===== config.mk =====
export PLATFORM = sky130hd
export DESIGN_NAME = refresh_owed_tracker
export DESIGN_NICKNAME = d
export VERILOG_FILES = /design/src/rtl/refresh_owed_tracker.sv
export SDC_FILE = /design/constraint.sdc
export NUM_CORES = 1
export LEC_CHECK = 0
export BUFFER_PORTS_ARGS = -buffer_cell sky130_fd_sc_hd__buf_2
export CELL_PAD_IN_SITES_DETAIL_PLACEMENT = 0
export CELL_PAD_IN_SITES_GLOBAL_PLACEMENT = 2
export CORE_MARGIN = 2
export CORE_UTILIZATION = 29
export DETAILED_ROUTE_END_ITERATION = 6
export PLACE_DENSITY_LB_ADDON = 0.1
export SYNTH_ARGS = -nofsm -noshare
export SYNTH_HDL_FRONTEND = slang
export SYNTH_SLANG_ARGS = --single-unit
export TNS_END_PERCENT = 20

===== constraint.sdc =====
create_clock -name clk -period 4.7 [get_ports clk]
set_clock_uncertainty 0.15 [all_clocks]
set_input_delay 0.235 -clock clk [delete_from_list [all_inputs] [get_ports clk]]
set_output_delay 0.235 -clock clk [all_outputs]
set_load 0.05 [all_outputs]

===== src/rtl/refresh_owed_tracker.sv =====
`timescale 1ns/1ps
module refresh_owed_tracker #(
  parameter int TMR_W = 14,
  parameter int CNT_W = 4
) (
  input  logic             clk,
  input  logic             rst_n,
  input  logic             ref_en,
  input  logic             init_done,
  input  logic [TMR_W-1:0] interval_ld,
  input  logic [CNT_W-1:0] lo_mark,
  input  logic [CNT_W-1:0] hi_mark,
  input  logic [CNT_W-1:0] hyst_lvl,
  input  logic             ref_grant,
  output logic             req_lo,
  output logic             req_hi,
  output logic [CNT_W-1:0] owed_cnt
);
  localparam logic [CNT_W-1:0] CNT_MAX = '1;
  localparam logic [CNT_W-1:0] CNT_ONE = CNT_W'(1);

  logic             active, tick, up, dn, hi_q, hi_d;
  logic [TMR_W-1:0] tmr_q;
  logic [TMR_W:0]   tmr_nx;
  logic [CNT_W-1:0] cnt_q, cnt_d;

  assign active = ref_en & init_done;
  assign tmr_nx = {1'b0, tmr_q} + (TMR_W+1)'(1);
  assign tick   = active && (tmr_nx >= {1'b0, interval_ld});
  assign up     = tick && !ref_grant && (cnt_q != CNT_MAX);
  assign dn     = active && ref_grant && !tick && (cnt_q != '0);

  always_comb begin
    if (!active)  cnt_d = '0;
    else if (up)  cnt_d = cnt_q + CNT_ONE;
    else if (dn)  cnt_d = cnt_q - CNT_ONE;
    else          cnt_d = cnt_q;
  end

  always_comb begin
    if (!active)               hi_d = 1'b0;
    else if (cnt_d > hi_mark)  hi_d = 1'b1;
    else if (cnt_d < hyst_lvl) hi_d = 1'b0;
    else                       hi_d = hi_q;
  end

  always_ff @(posedge clk or negedge rst_n) begin
    if (!rst_n) begin
      tmr_q <= '0;
      cnt_q <= '0;
      hi_q  <= 1'b0;
    end else begin
      if (!active || tick) tmr_q <= '0;
      else                 tmr_q <= tmr_nx[TMR_W-1:0];
      cnt_q <= cnt_d;
      hi_q  <= hi_d;
    end
  end

  assign req_lo   = active && (cnt_q > lo_mark);
  assign req_hi   = hi_q;
  assign owed_cnt = cnt_q;
endmodule


==> results of run 1 <==
==> state kept, by name, summed over array words and instances, names as in the netlist <==
register / flops
owed_cnt: 4
req_hi: 1
tmr_q: 14
==> power by group <==
| group | internal (uW) | switching [uW] | total [uW] |
|---|---|---|---|
| logic | 23.5 | 28.2 | 51.8 |
| registers | 164 | 0.741 | 165 |
| clock network | 60.3 | 53.8 | 114 |
==> Yosys cell counts (all sizes together) (2+ instances only) <==
master,count
a2111o,2
nor2,10
nand2b,2
or2,2
a211oi,3
and4,3
nand4,3
dfrtp,19
a21oi,8
a21o,2
inv,28
and3,4
xnor2,11
ha,28
nand3,11
xor2,3
o21ai,6
nor2b,14
nand2,10
o21a,3
nor3,4
==> path summary, 6_finish.rpt <==
check,to,depth (start not counted),from
min reg2reg,tmr_q[0]$_DFF_PN0_,1,tmr_q[0]$_DFF_PN0_
max reg2reg,req_hi$_DFFE_PN0P_,21,tmr_q[0]$_DFF_PN0_
min in group asynchronous,tmr_q[2]$_DFF_PN0_,2,rst_n
max in group asynchronous,tmr_q[12]$_DFF_PN0_,2,rst_n
max,req_hi$_DFFE_PN0P_,21,tmr_q[0]$_DFF_PN0_
min,req_hi$_DFFE_PN0P_,3,hyst_lvl[0]
==> layer usage <==
layer	GRT usage (%)	vias to the layer above
li1	-	755
met2	22.5	25
met1	18.5	695
met4	3.10	0
met3	3.52	4
met5	0	-
==> kinds of logic (layout without fill, tap and decap cells) <==
family / count (synthesis) / after routing / share of synthesized area (%)
fa+ha+maj: 28 / 28 / 21.4
simple gates: 66 / 66 / 21.6
buf+inv: 29 / 82 / 6.71
flops: 19 / 19 / 29.0
compound gates: 31 / 31 / 13.9
xor+xnor: 14 / 14 / 7.48
==> layout by cell type (no fill, tap or decap), types with 4 or more instances in the layout <==
cell type / count
nand3_1: 10
xnor2_1: 6
ha_1: 27
dfrtp_1: 19
inv_1: 28
buf_2: 36
nor2_1: 8
nand2_1: 9
nor2b_1: 14
buf_4: 13
a21oi_1: 6
nor3_1: 4
xnor2_2: 5
==> metrics by stage <==
stage | cells | util, % | setup TNS [ns]
after floorplan | 187 | - | 0
after global placement | 301 | 35.8 | 0
after detailed placement | 301 | 35.8 | -0.0315
after CTS | 308 | 37.3 | 0
after global routing | 312 | 39.8 | -0.0650
final | 312 | 39.8 | 0
==> area by class of cell <==
type / count / share of cell area, %
clock buffer: 4 / 2.07
inverter: 28 / 4.82
multi-input combinational: 139 / 54.0
sequential: 19 / 21.8
tap: 72 / 4.13
timing repair buffer: 50 / 13.2
==> timing repair <==
| item | 4_1_cts | 5_1_grt |
|---|---|---|
| pin swaps | 1 | 10 |
| endpoints found under the hold margin | 19 | 0 |
| hold buffers | 1 | 0 |
| resized for setup | 3 | 21 |
| setup endpoints to repair | 1 | 1 |
| gates cloned | 0 | 0 |
| buffers inserted | 2 | 4 |
==> tightest hold or removal path, cell delays in order <==
cell,delay (ns)
buf_2,0.07
nor3b_2,0.13
a21oi_1,0.08
==> metrics.cfg, run 1 <==
[drt]
wl_met3_um=154
wl_met1_um=2000
drt-total-wl_um=4120
vias=1479
postRouteAntennaNets=0
avgRoutedWirePerCell_um=13.2
wl_met2_um=1910
drc=0
initialDrtViolationCount=53
via_per_inst=4.74
drt_first_pass_iters=4
top_layer=met4

[placement]
gp_congestion=0.826
dpl_cell_area_mm2=0.00196
dpl.hpwl_um=3260
pre_cts_slack_ns=-0.0315
portBuffers=36

[power_and_ir_drop]
p_leak_uw=0.00122
powerDensity_mw_per_mm2=152
vdd_drop_max_mv=0.0843
report.power.total_uw=331

[synthesis]
synth-edff-count=0
synth_seq_cells=19
yosysWarnings=0
netlist_area_mm2=0.00164
synthCells=187
netlist-cell-type-count=35
netlist_top_cells_area=dfrtp_1 29%, ha_1 21%, inv_1 6.4%, xnor2_1 5.9%, nor2b_1 5.3%
synth.yosys.seq_area_share_pct=29.0
synth_top_area_share_pct=29.0
yosys.area.top_type=dfrtp_1
synthesis.nets=246
async_flop_share_pct=100
synth.avg_cell_area_um2=8.77
ys.flop_type=dfrtp_1

[worst_setup_path]
endpoint_kind=flop
required_ns=4.69
cpLargestDelayFamily=compound AO/OA/AOI/OAI gates
cp_slowest_stage_delay_ns=0.41
worstPathMaxFanout=4
path_buf_inv=0
ff2ff_setup_slack_ns=0.17
start_kind=flop
cp.arrival_ns=4.53
timing.critical_path.cells=ha_2 -> and4_1 -> and3_4 -> nand2_4 -> xnor2_2 -> ha_1 -> a211oi_2 -> nor2_1 -> a2111o_1 -> a2111o_1 -> a21oi_2 -> nand2b_4 -> o2111a_1 -> ha_1 -> nor2b_1 -> o21a_1 -> o21a_1 -> o21ai_2 -> a21oi_2 -> nor3b_2 -> a21oi_1
critPathKind=flop to flop
critPathSlowestCell=a2111o_1

[floorplan]
die_y_um=79.2
coreArea_mm2=0.00547
io_pins=37
dieArea_mm2=0.00627
core.rowCount=27
start_util_pct=30.0
die_w_um=79.2

[sta]
final.period_utilization_pct=96.4
tightest_slew_ns=0.690
rsz0062_at_grt=true
fmax_mhz=221
hold_viol_final=0
layout_setup_ws_ns=0.169
finalMaxSlewViolations=0
slew_headroom_pct=53.9
holdWs_ns=0.154
period_needed_ns=4.53
finalSetupViolations=0

[hold_path]
worstHoldPathType=primary input to flop

[finish]
diodes=0
layout.nets=300
regArea_um2=475
layout-drive-gt1-share_pct=31.7
multi_input_area_mm2=0.00118
fillers=587
area_delta_synth_final_pct=33.0
stdcell_area_mm2=0.00218

[cts]
numCtsBuffers=3
clk_latency_ns=0.25
cts.sinks=19
htreeDepth=1
cts_tree=yes
path_clk_slew_ns=0.07
cts_buffer_depth=2
root_buffer=clkbuf_8

[flow_run]
maxCapViolations=0

[global_route]
grt_pass1_vias=1473
grt_pass1_wl_um=6820
grt_antenna_before_repair=0
grt_overflow=0
grt_max_degree=20
grt_usage_pct=13.8

[run_status]
outcome=finished clean

No activity file was read; power rests on OpenSTA's default activity.
==> inputs of run 2 (changes only) <==
Settings changed: CORE_ASPECT_RATIO set to 0.75, CORE_MARGIN 2 to 5.
==> run 2 against run 1 <==
  * Setup slack better by 0.062 ns
  * Register-to-register slack better by 0.06 ns
  * Combinational power down 3.9%
  * Core utilization down 0.60 points
  * Die area up 16%
  * Worst hold slack better by 0.016 ns
  * Critical endpoint unchanged
  * Largest cell class unchanged
  * Largest power group unchanged
==> metrics.cfg, run 2 (synthesis gave the netlist of run 1 again) <==
[run_status]
outcome=finished clean

[finish]
layout_common_cells=36 x buf_2, 28 x inv_1, 27 x ha_1
diodes=0  ; unchanged
stdcell_area_mm2=0.00212  ; -2.6%
layout.nets=298  ; -0.67%
final_common_cell=buf_2
area_delta_synth_final_pct=29.4
largest_register_ff_count=14  ; unchanged
fillers=574  ; -2.2%
layout-drive-gt1-share_pct=27.7  ; -3.9 points
top_register=tmr_q
fin_util_pct=39.2  ; -0.60 points

[flow_run]
maxCapViolations=0  ; unchanged

[worst_setup_path]
worstPathMaxFanout=4  ; unchanged
critPathKind=flop to flop
rr_worst_depth=22  ; +4.8%
r2r-end=req_hi$_DFFE_PN0P_
cp-endpoint=req_hi$_DFFE_PN0P_
endpoint_kind=flop
ff2ff_setup_slack_ns=0.23  ; +0.06 ns
reg2reg_from=tmr_q[2]$_DFF_PN0_
required_ns=4.69  ; about the same
startpoint=tmr_q[2]$_DFF_PN0_
cp.arrival_ns=4.46  ; -0.07 ns
start_kind=flop

[cts]
clk_latency_ns=0.26  ; about the same
numCtsBuffers=3  ; unchanged
cts_tree=yes
root_buffer=clkbuf_8
cts.sinks=19  ; unchanged
htreeDepth=1  ; unchanged
path_clk_slew_ns=0.07  ; about the same
cts_buffer_depth=2  ; unchanged

[floorplan]
core.rowCount=23  ; -15%
coreArea_mm2=0.00541  ; -1.1%
die_y_um=75.1  ; -5.2%
start_util_pct=30.3  ; +0.35 points
dieArea_mm2=0.00728  ; +16%
io_pins=37  ; unchanged
die_w_um=96.8  ; +22%

[sta]
slew_headroom_pct=57.0  ; +3.1 points
holdWs_ns=0.170  ; +0.0160 ns
final.period_utilization_pct=95.1  ; -1.3 points
finalSetupViolations=0  ; unchanged
finalMaxSlewViolations=0  ; unchanged
fmax_mhz=224  ; +1.4%
tightest_slew_ns=0.644  ; -0.0463 ns
finalSetupTns_ns=0  ; unchanged
hold_viol_final=0  ; unchanged
period_needed_ns=4.47  ; -0.0624 ns
layout_setup_ws_ns=0.231  ; +0.0624 ns

[drt]
drt-total-wl_um=4150  ; +0.83%
drc=0  ; unchanged
avgRoutedWirePerCell_um=13.3  ; +0.50%
initialDrtViolationCount=24  ; -55%
via_per_inst=4.62  ; -2.6%
postRouteAntennaNets=0  ; unchanged
drt_first_pass_iters=4  ; unchanged
vias=1445  ; -2.3%

[global_route]
grtUsageMet1_pct=17.6  ; -0.89 points
grt_pass1_wl_um=6840  ; +0.29%
grt_antenna_before_repair=0  ; unchanged
met2_usage_pct=17.2  ; -5.3 points
grt_pass1_vias=1394  ; -5.4%
grt_overflow=0  ; unchanged
grt_usage_pct=11.7  ; -2.1 points
grt_max_degree=20  ; unchanged
met3_usage_pct=3.24  ; -0.28 points
busiest_layer=met1

[power_and_ir_drop]
seq_power_share_pct=50.0  ; about the same
switchingPower_uw=83.7  ; +1.1%
powerDensity_mw_per_mm2=155  ; +2.3%
intPower_uw=246  ; -0.87%
combPwrFrac_pct=15.1  ; -0.6 points
p_leak_uw=0.00117  ; -4.0%
p_sw_share_pct=25.4  ; +0.37 points
vdd_drop_max_mv=0.0990  ; +17%
power.share.clock_pct=34.9  ; +0.4 points

[placement]
pre_cts_slack_ns=0.00308  ; +0.0346 ns
gp_congestion=0.857  ; +3.8%
dpl_cell_area_mm2=0.00197  ; +0.58%
portBuffers=36  ; unchanged
dpl.hpwl_um=3380  ; +3.5%

[hold_path]
worstHoldPathType=primary input to flop

run 2: changes by cell type in the layout (fill, tap and decap cells not counted), sizes merged:
cell / previous run / this run
buf: 49 / 47
clkinv: 0 / 1
clkbuf: 4 / 3
run 2: how the worst min path moves through the flow:
stage                      from                     to  slack [ns]  depth (start not counted)
global route        hyst_lvl[0]     req_hi$_DFFE_PN0P_        0.18                          3
detailed placement        rst_n    tmr_q[10]$_DFF_PN0_        0.06                          1
CTS                 hyst_lvl[0]     req_hi$_DFFE_PN0P_        0.19                          3
global placement          rst_n     tmr_q[9]$_DFF_PN0_        0.06                          1
finish              hyst_lvl[0]     req_hi$_DFFE_PN0P_        0.17                          3
floorplan                 rst_n  owed_cnt[0]$_DFF_PN0_       -0.21                          0
run 2: final cells by class:
type | instances | area [um^2] | area share, %
clock buffers | 3 | 41.3 | 1.94
clock inverters | 1 | 5.00 | 0.236
inverters | 28 | 105 | 4.95
multi-input cells | 139 | 1130 | 53.2
flip-flops and latches | 19 | 475 | 22.4
well taps | 75 | 93.8 | 4.42
repair buffers | 48 | 273 | 12.8
run 2: layer usage:
metal | vias to the layer above | part of all wire [%]
met5 | - | 0
met4 | 0 | 0.63
met3 | 4 | 3.7
met2 | 25 | 41
met1 | 658 | 55
li1 | 758 | -
run 2: per-stage QoR:
step | std cells | power [uW]
after floorplan | 187 | 192
after global placement | 305 | 215
after detailed placement | 305 | 216
after CTS | 310 | 334
after global routing | 313 | 350
final | 313 | 330
run 2: what timing repair did:
action,4_1_cts,5_1_grt
endpoints found under the hold margin,19,0
hold buffers,1,0
setup endpoints to repair,1,1
buffers inserted,0,3
resized for setup,2,10
pin swaps,0,6
run 2: worst max-delay path, cell delays in order, from the launching register on:
cell and delay [ns]:
dfrtp_1 0.40, nand3_1 0.14, nor2_2 0.14, and3_4 0.20, buf_4 0.12, nand3_1 0.12, xnor2_2 0.17, ha_1 0.29
nand3_1 0.15, nor4_2 0.08, a211o_1 0.31, a2111o_1 0.43, a21oi_2 0.13, o221ai_1 0.12, o2111a_1 0.18, ha_1 0.29
nor2b_1 0.13, o21a_1 0.16, o21a_1 0.16, o21ai_1 0.12, a21oi_1 0.11, nor3b_2 0.17, a21oi_1 0.08
run 2: power by group through the flow:
| stage | clock (uW) | combinational [uW] | sequential, uW |
|---|---|---|---|
| after floorplan | 0 | 24.0 | 168 |
| after global routing | 127 | 57.9 | 165 |
| after global placement | 0 | 46.4 | 168 |
| after CTS | 120 | 48.6 | 165 |
| final | 115 | 49.8 | 165 |
| after detailed placement | 0 | 47.5 | 168 |
